### src/rtl/vram_arb_pkg.sv
package vram_arb_pkg;

    localparam int NUM_BANKS = 3;
    localparam int BANK_W    = 2;
    localparam int AHI_W     = 2;

    typedef struct packed {
        logic [NUM_BANKS-1:0] vde_n;
        logic                 gde_n;
        logic                 cde_n;
        logic                 rd_latch;
        logic                 dbd_we;
    } bus_ctl_t;

    localparam bus_ctl_t BUS_IDLE = '{
        vde_n:    '1,
        gde_n:    1'b1,
        cde_n:    1'b1,
        rd_latch: 1'b0,
        dbd_we:   1'b0
    };

    typedef struct packed {
        logic              vld;
        logic              we;
        logic [BANK_W-1:0] bank;
    } host_pend_t;

endpackage

### src/rtl/vram_slot_gen.sv
module vram_slot_gen (
    input  logic clk2x,
    input  logic rst_n,
    input  logic row_strobe,
    output logic slot
);

    logic slot_d, slot_q;

    always_comb begin
        slot_d = row_strobe;
    end

    // sampled on the falling edge so the level is stable at the next rising edge
    always_ff @(negedge clk2x or negedge rst_n) begin
        if (!rst_n) slot_q <= 1'b0;
        else        slot_q <= slot_d;
    end

    assign slot = slot_q;

endmodule

### src/rtl/vram_host_pend.sv
module vram_host_pend
    import vram_arb_pkg::*;
(
    input  logic              clk2x,
    input  logic              rst_n,
    input  logic              slot,
    input  logic              req,
    input  logic              we,
    input  logic [BANK_W-1:0] bank,
    output logic              serve_vld,
    output logic              serve_we,
    output logic [BANK_W-1:0] serve_bank,
    output logic              ready
);

    host_pend_t pend_d, pend_q;
    logic       take;

    always_comb begin
        take       = req && !pend_q.vld;
        pend_d     = pend_q;
        serve_vld  = 1'b0;
        serve_we   = 1'b0;
        serve_bank = '0;
        if (slot) begin
            if (pend_q.vld) begin
                serve_vld  = 1'b1;
                serve_we   = pend_q.we;
                serve_bank = pend_q.bank;
            end else if (take) begin
                serve_vld  = 1'b1;
                serve_we   = we;
                serve_bank = bank;
            end
            pend_d.vld = 1'b0;
        end else if (take) begin
            pend_d.vld  = 1'b1;
            pend_d.we   = we;
            pend_d.bank = bank;
        end
    end

    always_ff @(posedge clk2x or negedge rst_n) begin
        if (!rst_n) pend_q <= '0;
        else        pend_q <= pend_d;
    end

    assign ready = !pend_q.vld;

endmodule

### src/rtl/vram_bank_dec.sv
module vram_bank_dec #(
    parameter int NB = 3,
    parameter int BW = 2
) (
    input  logic          en,
    input  logic [BW-1:0] code,
    output logic [NB-1:0] hit
);

    // codes at or above NB select no bank
    for (genvar i = 0; i < NB; i++) begin : g_bank
        assign hit[i] = en && (code == BW'(i));
    end

endmodule

### src/rtl/vram_bus_arb.sv
module vram_bus_arb
    import vram_arb_pkg::*;
#(
    parameter int                NB       = NUM_BANKS,
    parameter int                BW       = BANK_W,
    parameter logic [AHI_W-1:0]  MAP_CODE = 2'b11
) (
    input  logic          clk2x,
    input  logic          rst_n,
    input  logic          gfx_ras,
    input  logic          cpu_req,
    input  logic          cpu_we,
    input  logic [BW-1:0] cpu_bank,
    input  logic          gfx_draw_req,
    input  logic          gfx_we,
    input  logic [BW-1:0] gfx_bank,
    input  logic [AHI_W-1:0] gfx_addr_hi,
    output logic [NB-1:0] vde_n,
    output logic          gde_n,
    output logic          cde_n,
    output logic          rd_latch,
    output logic          dbd_we,
    output logic          cpu_ready
);

    logic          slot;
    logic          serve_vld, serve_we;
    logic [BW-1:0] serve_bank;
    logic [NB-1:0] cpu_hit, gfx_hit;
    logic          gfx_en, cpu_any, gfx_any, map_area;
    bus_ctl_t      ctl_d, ctl_q;

    vram_slot_gen u_slot (
        .clk2x      (clk2x),
        .rst_n      (rst_n),
        .row_strobe (gfx_ras),
        .slot       (slot)
    );

    vram_host_pend u_pend (
        .clk2x      (clk2x),
        .rst_n      (rst_n),
        .slot       (slot),
        .req        (cpu_req),
        .we         (cpu_we),
        .bank       (cpu_bank),
        .serve_vld  (serve_vld),
        .serve_we   (serve_we),
        .serve_bank (serve_bank),
        .ready      (cpu_ready)
    );

    vram_bank_dec #(.NB(NB), .BW(BW)) u_cpu_dec (
        .en   (serve_vld),
        .code (serve_bank),
        .hit  (cpu_hit)
    );

    assign gfx_en = gfx_draw_req && !slot;

    vram_bank_dec #(.NB(NB), .BW(BW)) u_gfx_dec (
        .en   (gfx_en),
        .code (gfx_bank),
        .hit  (gfx_hit)
    );

    always_comb begin
        cpu_any  = |cpu_hit;
        gfx_any  = |gfx_hit;
        map_area = (gfx_addr_hi == MAP_CODE);
        ctl_d    = BUS_IDLE;
        ctl_d.vde_n    = ~(cpu_hit | gfx_hit);
        ctl_d.cde_n    = !(cpu_any && serve_we);
        ctl_d.rd_latch = cpu_any && !serve_we;
        ctl_d.gde_n    = !(gfx_any && !map_area);
        ctl_d.dbd_we   = (cpu_any && serve_we) || (gfx_any && gfx_we);
    end

    always_ff @(posedge clk2x or negedge rst_n) begin
        if (!rst_n) ctl_q <= BUS_IDLE;
        else        ctl_q <= ctl_d;
    end

    assign vde_n    = ctl_q.vde_n;
    assign gde_n    = ctl_q.gde_n;
    assign cde_n    = ctl_q.cde_n;
    assign rd_latch = ctl_q.rd_latch;
    assign dbd_we   = ctl_q.dbd_we;

endmodule

### config.mk
export PLATFORM = sky130hd
export DESIGN_NAME = vram_bus_arb
export DESIGN_NICKNAME = d
export VERILOG_FILES = /design/src/rtl/vram_arb_pkg.sv /design/src/rtl/vram_slot_gen.sv /design/src/rtl/vram_host_pend.sv /design/src/rtl/vram_bank_dec.sv /design/src/rtl/vram_bus_arb.sv
export SDC_FILE = /design/constraint.sdc
export NUM_CORES = 1
export LEC_CHECK = 0
export BUFFER_PORTS_ARGS = -buffer_cell sky130_fd_sc_hd__buf_2
export CAP_MARGIN = 20
export CORE_MARGIN = 4
export CORE_UTILIZATION = 40
export CTS_BUF_LIST = sky130_fd_sc_hd__clkbuf_8 sky130_fd_sc_hd__clkbuf_16
export DETAILED_ROUTE_END_ITERATION = 7
export PLACE_DENSITY = 0.75
export SYNTH_ARGS = -nofsm -noshare
export SYNTH_HDL_FRONTEND = slang
export SYNTH_HIERARCHICAL = 1
export SYNTH_SLANG_ARGS = --single-unit
### constraint.sdc
create_clock -name clk2x -period 5 [get_ports clk2x]
set_input_delay 1 -clock clk2x [delete_from_list [all_inputs] [get_ports clk2x]]
set_output_delay 1 -clock clk2x [all_outputs]
set_load 0.01 [all_outputs]
==> flow_metrics.tcl <==
set metrics [dict create \
    outcome "finished clean" \
    hold_class "flop to flop" \
    ir_drop_mv 0.185 \
    yosys-top-cells-count "dfrtp_1, nor2_1, dfstp_2" \
    cts_resized 0 \
    root_buffer "clkbuf_8" \
    drc 0 \
    cts_hold_buffers 0 \
    rsz0062_at_grt "false" \
    drive_gt1_share_pct 54.3 \
    drtAntennaViolNets 0 \
    synth_mux_area_share_pct 7.59 \
    synth_edf_count 0 \
    grt_pass1_vias 410 \
    end_kind "flop" \
    gp_congestion 0.659 \
    setup_viol 0 \
    max_cap_viol_count 0 \
    antenna_found_initial 0 \
    ff2ff_setup_slack_ns 0.91 \
    grt.total_usage_pct 12.0 \
    finalHoldViolations 0 \
    critPathMaxStageDelay_ns 0.51 \
    h-tree-depth 1 \
    async_reset_ff_share_pct 100 \
    die-area_sq_um 2160 \
    required_ns 5.12 \
    num_rows 13 \
    synth_top_cell_by_area "dfrtp_1" \
    core_area_sq_um 1350 \
    power_leakage_nw 0.356 \
    synth_cell_types 19 \
    drt-wirelength-per-cell_microns 11.5 \
    cp.arrival_ns 4.21 \
    postCtsSetupBuffers 0 \
    dp.cells 81 \
    worst_path_max_delay_cell "dfrtn_1" \
    grt_pass1_wl_microns 1760 \
    critical_path.cell_chain "a21boi_0 > and3b_1 > o31ai_4 > o21ai_2" \
    io_pins 21 \
    port_buffers 20 \
    antenna_cells 0 \
    grt.overflow.total 0 \
    cts_tree "built" \
    finalWirelength_microns 978 \
    synthCells 47 \
    viasPerCell 4.76 \
    die_h_microns 46.5 \
    synth_ff_type "dfrtp_1" \
    slew_headroom_pct 72.1 \
    start_kind "flop" \
    final_util_pct 56.0 \
    path_max_fanout 7 \
    syn_area_per_cell_sq_um 12.6 \
    slew_viol_final 0 \
    worstMarginPinSlew_ns 0.415 \
    synthXorXnorAreaFrac_pct 0 \
    die_x_microns 46.5 \
    drtIter0Drc 1 \
    firstDrtPassIters 2 \
    cts.path.max_buffers 2 \
    vias 405 \
    synth_seq_cells 12 \
    nFillCells 130 \
    p_per_area_nw_per_um2 339 \
    syn_nets 60 \
    initial_core_util_pct 43.9 \
    cts_sinks 12 \
    ys_seq_area_share_pct 51.7 \
    grt_max_degree 13 \
    yosysTopAreaCellShare_pct 25.3 \
    synth_top_family_by_area "simple AND/OR/NAND/NOR gates" \
    path_clk_slew_ns 0.05 \
    yosys_warnings 6 \
    timing_worst_setup_path_type "flop to flop" \
    netlist_area_sq_um 593 \
    clock_skew_ns 0.0192 \
    num-nets-final 84 \
    numCtsBuffers 3 \
    yosys-top-cells-area "dfrtp_1, dfstp_2, mux2_4" \
    clock_latency_ns 0.26 \
    layoutNonFillerInstCount 85 \
    synth_compound_area_share_pct 10.1 \
    synth_fa_ha_area_share_pct 0 \
    power_mw 0.256 \
    tns_ns 0 \
    synthSimpleGateAreaFrac_pct 27.4 \
    syn_to_final_growth_pct 27.4 \
]
-- cell usage in the layout (no fill, tap or decap) --
master	n
inv_1	2
nor3b_4	1
o21ai_2	1
nand2_1	3
a21o_1	1
o31ai_4	1
buf_2	20
nor3_2	1
a21boi_0	3
nor3_1	1
nor2b_1	2
mux2_4	3
dfrtn_1	1
nand3b_1	3
nor3b_2	2
and3b_1	4
dfstp_2	5
dfrtp_1	6
clkbuf_8	4
nor2_1	6
-- routing by layer --
layer / part of all wire [%] / routed length (microns) / vias to the layer above / track usage [%]
met5: 0 / 0 / - / 0
met4: 1.8 / 18 / 0 / 8.52
met3: 7.4 / 72 / 2 / 3.91
met2: 48 / 471 / 14 / 17.0
met1: 43 / 416 / 180 / 15.0
li1: - / - / 209 / -
-- final timing paths --
path | to | cells past startpoint | start
min in group asynchronous | u_pend/pend_q[2] | 1 | rst_n
min | u_pend/pend_q[0] | 1 | u_pend/pend_q[0]
max reg2reg | dbd_we | 4 | u_slot/slot
min reg2reg | u_pend/pend_q[0] | 1 | u_pend/pend_q[0]
max in group asynchronous | u_slot/slot | 1 | rst_n
max | dbd_we | 4 | u_slot/slot
-- through the flow --
stage | hold slack, ns | setup slack [ns] | area, sq um
6_report | 0.510 | 0.908 | 756
5_1_grt | 0.524 | 0.781 | 756
4_1_cts | 0.511 | 0.911 | 756
3_5_place_dp | 0.499 | 0.928 | 701
3_3_place_gp | 0.493 | 0.969 | 701
2_1_floorplan | 0.482 | 1.03 | 593
-- logic make-up (layout without fill, tap and decap cells) --
logic type | after synthesis | count (layout)
compound gates | 6 | 6
buf+inv | 3 | 26
flops | 12 | 12
mux | 3 | 3
simple gates | 23 | 23
-- registers in the layout, indices dropped and copies added, names as in the netlist --
name / cells
u_pend/pend_q: 4
vde_n: 3
cde_n: 1
dbd_we: 1
gde_n: 1
rd_latch: 1
u_slot/slot: 1
-- area by class of cell --
cell class                      count  area, sq um  area share (%)
Multi-Input combinational cell     32          268            35.4
Sequential cell                    12          307            40.6
Timing Repair Buffer               20          100            13.2
Tap cell                           15         18.8            2.48
Inverter                            2         7.51           0.993
Clock buffer                        4         55.1            7.28
-- critical path, delay by kind of cell (launching register included) --
kind	cells	cell delay, ns
AND/OR/NAND/NOR	1	0.27
AO/OA/AOI/OAI	3	0.67
flip-flops	1	0.51
-- power by group --
group          internal (mW)  switching, mW
Sequential             0.109        0.00526
Clock                 0.0694         0.0341
Combinational         0.0207         0.0175
Total                  0.199         0.0568
Note: power is estimated with default switching activity, not from simulation.
